`config.mk`:
```
export PLATFORM = sky130hd
export DESIGN_NAME = filterDestRouter
export DESIGN_NICKNAME = d
export VERILOG_FILES = /design/src/rtl/routerPkg.sv /design/src/rtl/routeCtrl.sv /design/src/rtl/routeData.sv /design/src/rtl/filterDestRouter.sv
export SDC_FILE = /design/constraint.sdc
export NUM_CORES = 1
export LEC_CHECK = 0
export CAP_MARGIN = 40
export CORE_UTILIZATION = 30
export DETAILED_ROUTE_END_ITERATION = 8
export HOLD_SLACK_MARGIN = 0.08
export PLACE_DENSITY = 0.59
export RECOVER_POWER = 25
export SYNTH_ARGS = -nofsm -noshare
export SYNTH_HDL_FRONTEND = slang
export SYNTH_SLANG_ARGS = --single-unit
export TNS_END_PERCENT = 50
```
`constraint.sdc`:
```
create_clock -name clk -period 4.1 [get_ports clk]
set_clock_uncertainty 0.15 [all_clocks]
set_input_delay 0.82 -clock clk [delete_from_list [all_inputs] [get_ports clk]]
set_output_delay 0.82 -clock clk [all_outputs]
set_load 0.02 [all_outputs]
```
`src/rtl/routerPkg.sv`:
```
package routerPkg;

  // Path select codes carried in the destination field.
  typedef enum logic [1:0] {
    SEL_FEEDBACK  = 2'b00,
    SEL_AGC       = 2'b01,
    SEL_CASCADE   = 2'b10,
    SEL_TEST_BOTH = 2'b11
  } pathSel_e;

  localparam int NUM_PATHS = 3;
  localparam int IDX_FB    = 0;
  localparam int IDX_AGC   = 1;
  localparam int IDX_CAS   = 2;

  // Width of the control part of the field (everything above the step number).
  localparam int CTL_W      = 6;
  localparam int CTL_GAIN   = 5;
  localparam int CTL_UPDATE = 4;
  localparam int CTL_SEL_HI = 3;
  localparam int CTL_SEL_LO = 2;
  localparam int CTL_STROBE = 1;
  localparam int CTL_POLAR  = 0;

  // Load enables the control hands to the datapath, indexed by path.
  typedef struct packed {
    logic [NUM_PATHS-1:0] load;
  } routeStrobes_t;

endpackage

```
`src/rtl/routeCtrl.sv`:
```
module routeCtrl
  import routerPkg::*;
(
  input  logic             clk,
  input  logic             rstN,
  input  logic             inValid,
  input  logic [CTL_W-1:0] inCtl,
  output routeStrobes_t    strobes,
  output logic             fbValid,
  output logic             agcValid,
  output logic             casValid,
  output logic             agcGainSel,
  output logic             agcUpdate,
  output logic             outStrobe,
  output logic             polarFbReq
);

  pathSel_e pathSel;
  logic     toFb;
  logic     toAgc;
  logic     toCas;
  logic     gainNext;
  logic     updateNext;

  always_comb begin
    pathSel = pathSel_e'(inCtl[CTL_SEL_HI:CTL_SEL_LO]);
    toFb  = 1'b0;
    toAgc = 1'b0;
    toCas = 1'b0;
    unique case (pathSel)
      SEL_FEEDBACK:  toFb  = inValid;
      SEL_AGC:       toAgc = inValid;
      SEL_CASCADE:   toCas = inValid;
      SEL_TEST_BOTH: begin
        toFb  = inValid;
        toCas = inValid;
      end
      default: ;
    endcase
    // AGC controls are only meaningful on the FIFO/AGC path.
    gainNext   = toAgc & inCtl[CTL_GAIN];
    updateNext = toAgc & inCtl[CTL_UPDATE];
  end

  always_comb begin
    strobes = '0;
    strobes.load[IDX_FB]  = toFb;
    strobes.load[IDX_AGC] = toAgc;
    strobes.load[IDX_CAS] = toCas;
  end

  always_ff @(posedge clk) begin
    if (!rstN) begin
      fbValid    <= 1'b0;
      agcValid   <= 1'b0;
      casValid   <= 1'b0;
      agcGainSel <= 1'b0;
      agcUpdate  <= 1'b0;
      outStrobe  <= 1'b0;
      polarFbReq <= 1'b0;
    end else begin
      fbValid    <= toFb;
      agcValid   <= toAgc;
      casValid   <= toCas;
      agcGainSel <= gainNext;
      agcUpdate  <= updateNext;
      outStrobe  <= inValid & inCtl[CTL_STROBE];
      polarFbReq <= inValid & inCtl[CTL_POLAR];
    end
  end

endmodule

```
`src/rtl/routeData.sv`:
```
module routeData
  import routerPkg::*;
#(
  parameter int DATA_W = 24,
  parameter int STEP_W = 5
) (
  input  logic              clk,
  input  logic              rstN,
  input  routeStrobes_t     strobes,
  input  logic [DATA_W-1:0] inI,
  input  logic [DATA_W-1:0] inQ,
  input  logic [STEP_W-1:0] inStep,
  output logic [DATA_W-1:0] fbI,
  output logic [DATA_W-1:0] fbQ,
  output logic [STEP_W-1:0] fbStep,
  output logic [DATA_W-1:0] agcI,
  output logic [DATA_W-1:0] agcQ,
  output logic [DATA_W-1:0] casI,
  output logic [DATA_W-1:0] casQ
);

  localparam int PAIR_W = 2 * DATA_W;

  logic [PAIR_W-1:0] pathReg [NUM_PATHS];
  logic [STEP_W-1:0] stepReg;

  // One held I/Q register per destination path; unselected paths keep their contents.
  for (genvar p = 0; p < NUM_PATHS; p++) begin : gPath
    always_ff @(posedge clk) begin
      if (!rstN) begin
        pathReg[p] <= '0;
      end else if (strobes.load[p]) begin
        pathReg[p] <= {inI, inQ};
      end
    end
  end

  // Step number travels only with the recirculated sample.
  always_ff @(posedge clk) begin
    if (!rstN) begin
      stepReg <= '0;
    end else if (strobes.load[IDX_FB]) begin
      stepReg <= inStep;
    end
  end

  assign fbI    = pathReg[IDX_FB][PAIR_W-1:DATA_W];
  assign fbQ    = pathReg[IDX_FB][DATA_W-1:0];
  assign agcI   = pathReg[IDX_AGC][PAIR_W-1:DATA_W];
  assign agcQ   = pathReg[IDX_AGC][DATA_W-1:0];
  assign casI   = pathReg[IDX_CAS][PAIR_W-1:DATA_W];
  assign casQ   = pathReg[IDX_CAS][DATA_W-1:0];
  assign fbStep = stepReg;

endmodule

```
`src/rtl/filterDestRouter.sv`:
```
module filterDestRouter
  import routerPkg::*;
#(
  parameter int DATA_W = 24,
  parameter int STEP_W = 5,
  localparam int DEST_W = STEP_W + CTL_W
) (
  input  logic              clk,
  input  logic              rstN,
  input  logic              inValid,
  input  logic [DATA_W-1:0] inI,
  input  logic [DATA_W-1:0] inQ,
  input  logic [DEST_W-1:0] inDest,
  output logic              fbValid,
  output logic [DATA_W-1:0] fbI,
  output logic [DATA_W-1:0] fbQ,
  output logic [STEP_W-1:0] fbStep,
  output logic              agcValid,
  output logic [DATA_W-1:0] agcI,
  output logic [DATA_W-1:0] agcQ,
  output logic              agcGainSel,
  output logic              agcUpdate,
  output logic              casValid,
  output logic [DATA_W-1:0] casI,
  output logic [DATA_W-1:0] casQ,
  output logic              outStrobe,
  output logic              polarFbReq
);

  routeStrobes_t strobes;

  routeCtrl uCtrl (
    .clk        (clk),
    .rstN       (rstN),
    .inValid    (inValid),
    .inCtl      (inDest[DEST_W-1:STEP_W]),
    .strobes    (strobes),
    .fbValid    (fbValid),
    .agcValid   (agcValid),
    .casValid   (casValid),
    .agcGainSel (agcGainSel),
    .agcUpdate  (agcUpdate),
    .outStrobe  (outStrobe),
    .polarFbReq (polarFbReq)
  );

  routeData #(
    .DATA_W (DATA_W),
    .STEP_W (STEP_W)
  ) uData (
    .clk     (clk),
    .rstN    (rstN),
    .strobes (strobes),
    .inI     (inI),
    .inQ     (inQ),
    .inStep  (inDest[STEP_W-1:0]),
    .fbI     (fbI),
    .fbQ     (fbQ),
    .fbStep  (fbStep),
    .agcI    (agcI),
    .agcQ    (agcQ),
    .casI    (casI),
    .casQ    (casQ)
  );

endmodule

```
Word-level counts from Yosys, hierarchy flattened
Memory sizes are Yosys's and may differ from the RTL's.
Index checks and enable logic that the tools add are counted.
{ "word_totals": {"regBits": 12, "ramBits": 144, "input_bits": 62, "out_inout_bits": 156, "wordCells": 38, "mem_count": 1} }
{ "memory_table": {"columns": ["memory", "words", "word_bits", "rd", "rd_ports_with_merged_regs", "write_ports", "line", "source"], "rows": [
  ["uData.pathReg", 3, 48, 3, 0, 3, "routeData.sv:24", "logic [PAIR_W-1:0] pathReg [NUM_PATHS];"]
]} }
{ "op_classes": {"n_eq_ne": 3, "mux": 16, "n_bitwise": 7, "reduce_logical": 3} }
{ "op_table": {"columns": ["operator", "n"], "rows": [
  ["$mux W48", 3],
  ["$mux W1", 13],
  ["$and A1 B1 Y1", 4],
  ["$eq A2 B2 Y1 const B", 2],
  ["$reduce_or A2 Y1", 2],
  ["$or A1 B1 Y1", 3],
  ["$eq A2 B1 Y1 const B", 1],
  ["$logic_not A2 Y1", 1]
]} }

Logic depth before layout (Yosys ltp)
{ "depth": {"depth_word": 7, "mapped_depth": 6, "mapped_depth_nobuf": 4} }

Modules after synthesis
From an unflattened synthesis, not the netlist that was laid out.
{ "hier_totals": {"cells_unflattened": 363, "hier_area_um2": 5910.7} }
{ "modules_own_cells": {"columns": ["module", "instances", "cells_per_inst", "area_per_inst_um2", "seq_area_each_um2"], "rows": [
  ["routeData", 1, 338, 5622.9, 4424.2],
  ["routeCtrl", 1, 25, 287.8, 140.1]
]} }

Least setup slack after synthesis
No wires, ideal clock.
{ "synth_timing": {"path_type": "input to register", "start": "input inDest[7]", "end": "memory uData.pathReg[0][0] (netlist name), enable pin", "setup_time_ns": 0.413, "arrival_ns": 2.627, "required_time_ns": 3.537, "path_slack_ns": 0.909, "path_stages": 4, "n_path_buf": 0, "path_cell_list": "inv_1 -> ha_1 -> and2_1 -> nand2b_1"} }
{ "synth_rtl": {"columns": ["item", "line", "source"], "rows": [
  ["start: declaration", "filterDestRouter.sv:13", "input logic [DEST_W-1:0] inDest,"],
  ["end: declaration", "routeData.sv:24", null]
]} }

==> metrics <==
status=finished clean; most frequent cells in the layout=clkdlybuf4s50_1, edfxtp_1, and2_1, and2_0, clkbuf_16; DP HPWL=8900 um; final period utilization=75.5%; Detail Route Antenna Nets=0; GRT Overall Usage=14.3%; syn_nets=416; clock latency on the worst-skew pair=0.41 ns; Static Leak=3.26 nW; DRC=0; Yosys Warn Count=0; post_cts resized=0; initial antenna violation count=0; Chip Width=141 um; Largest delay share family, worst path=buffers and inverters; Hold Fails Final Rpt=0; CTS tree=yes; vias per cell=4.12; detailed-router iteration count before antenna repair=4; core area=18800 sq um; post-CTS setup buffers=0; Synth area leaders=edfxtp_1, and2_1, dfxtp_1; commonest non-fill, non-tap cell in the layout=clkdlybuf4s50_1; Clock Root Buffer=clkbuf_16; buffers added on ports=217; die height=141 um; Critical Path Max Stage Delay=1.07 ns; CTS Hold Bufs=0; # diodes=0; Core Rows=50; GR Overflow Total=0; Mapped Area=5790 sq um; Synth Register Bits=156; post-synthesis cell count=351; Hold Crit Class=flop to flop; Slowest-stage cell, CP=clkbuf_2; pwr dens=490 nW/um^2; Peak VDD IR=256 uV; Area Growth Syn to Fin=54.2%; top cell type's share of synthesized area=74.7%; critical path endpoint category=flop; detailed-route via count=3491; # IOs=218; Fin Setup TNS=0 ns; layout cells sized above 1=6.46%; CTS Buffer Depth=2; largest net degree at the start of global routing=50; vias in the first global route=3637; clock slew at reported path FFs=0.06 ns; average size of a mapped cell=16.5 sq um; RePlAce Congestion=0.759; crit path cell chain=dlygate4sd3_1 > o21ai_0 > nand2_2 > clkbuf_2; FMAX=323 MHz; WL final=13600 um; RSZ-0062 raised after global routing=false; worst slew pin tran=1.47 ns; Setup-failing EPs final=0; first-pass GRT wire length=21000 um; fin nets=640; FF-to-FF setup slack=3.32 ns; initial core utilization=30.8%; Critical Path RT=3.97 ns; clock sinks=156; overall power=4.37 mW; maxcap violations=0; cts bufs inserted=17; Period minus WS final=3.09 ns; kind of critical path=input port to flop; Critical Path Fanout Max=48; Arr. time, crit path=2.96 ns; full die area=19900 sq um; Slew HR=2.11%; initial DRC count=121; Setup crit start kind=input port; Slew Limit Fails=0; WL/cell=16.0 um; cell accounting for the most synthesized area=edfxtp_1; buffers plus inverters on the worst setup path=2; post-synthesis sequential area ratio=78.8%; count of different cell masters after synthesis=16; H-Tree Depth=4
## power by group
part           switching (mW)  total [mW]  internal (mW)
clock network           0.638        1.85           1.21
registers              0.0377        1.92           1.88
logic                   0.318       0.607          0.289
## per-layer routing
layer	up-vias	share of wire, %	GRT usage (%)
met3	12	6.7	4.79
met4	0	1.1	4.63
met2	143	49	23.3
li1	1670	-	-
met1	1666	44	17.9
met5	-	0	0
## worst reg2reg max path: stages (launching register included)
cell and delay [ns]:
dfxtp_1 0.34, nand2_1 0.05, o21ai_0 0.16
## area by class of cell
type | count | area (sq um)
repair buffers | 223 | 2240
flip-flops and latches | 156 | 4560
clock inverters | 14 | 263
inverters | 2 | 7.51
fillers | 1666 | 9900
clock buffers | 18 | 429
well taps | 260 | 325
multi-input cells | 175 | 1100
## sequential cells by signal, summed over array words and instances (netlist names)
signal / cells
uData.pathReg: 144
uCtrl.outStrobe: 1
uCtrl.agcUpdate: 1
uCtrl.polarFbReq: 1
uData.fbStep: 5
uCtrl.agcGainSel: 1
uCtrl.fbValid: 1
uCtrl.casValid: 1
uCtrl.agcValid: 1
## through the flow
stage / hold WS (ns) / util, % / std cells / cell area [sq um] / setup slack, ns
4_1_cts: 0.317 / 47.6 / 848 / 8950 / 1.56
5_1_grt: 0.359 / 47.4 / 848 / 8930 / 0.834
2_1_floorplan: 0.381 / - / 351 / 5790 / 0.909
3_5_place_dp: 0.311 / 43.9 / 816 / 8260 / 1.11
6_report: 0.315 / 47.4 / 848 / 8930 / 1.01
3_3_place_gp: 0.312 / 43.9 / 816 / 8260 / 1.19
## logic make-up (layout without fill, tap and decap cells)
logic type	Yosys count	after routing	synth area share [%]
DFF	156	156	78.8
AOI/OAI and AO/OA	7	7	0.821
adders and majority gates	3	3	0.648
and+or+nand+nor	165	165	17.6
buffers and inverters	20	257	2.16
## worst paths after layout
check	end	from	cells past startpoint
setup / recovery	uData.pathReg[2][11]	inValid	4
hold reg to reg	uData.fbStep[3]	uData.fbStep[3]	2
hold / removal	uData.fbStep[3]	uData.fbStep[3]	2
setup reg to reg	uData.fbStep[4]	uData.fbStep[4]	2
## Yosys cell counts, drive strengths merged
| cell type | count |
|---|---|
| and2 | 147 |
| ha | 3 |
| nand2 | 8 |
| inv | 2 |
| nand4 | 5 |
| o211a | 1 |
| o21ai | 6 |
| nand2b | 1 |
| edfxtp | 144 |
| clkbuf | 8 |
| and3 | 4 |
| buf | 10 |
| dfxtp | 12 |
Note: power is estimated with default switching activity, not from simulation.
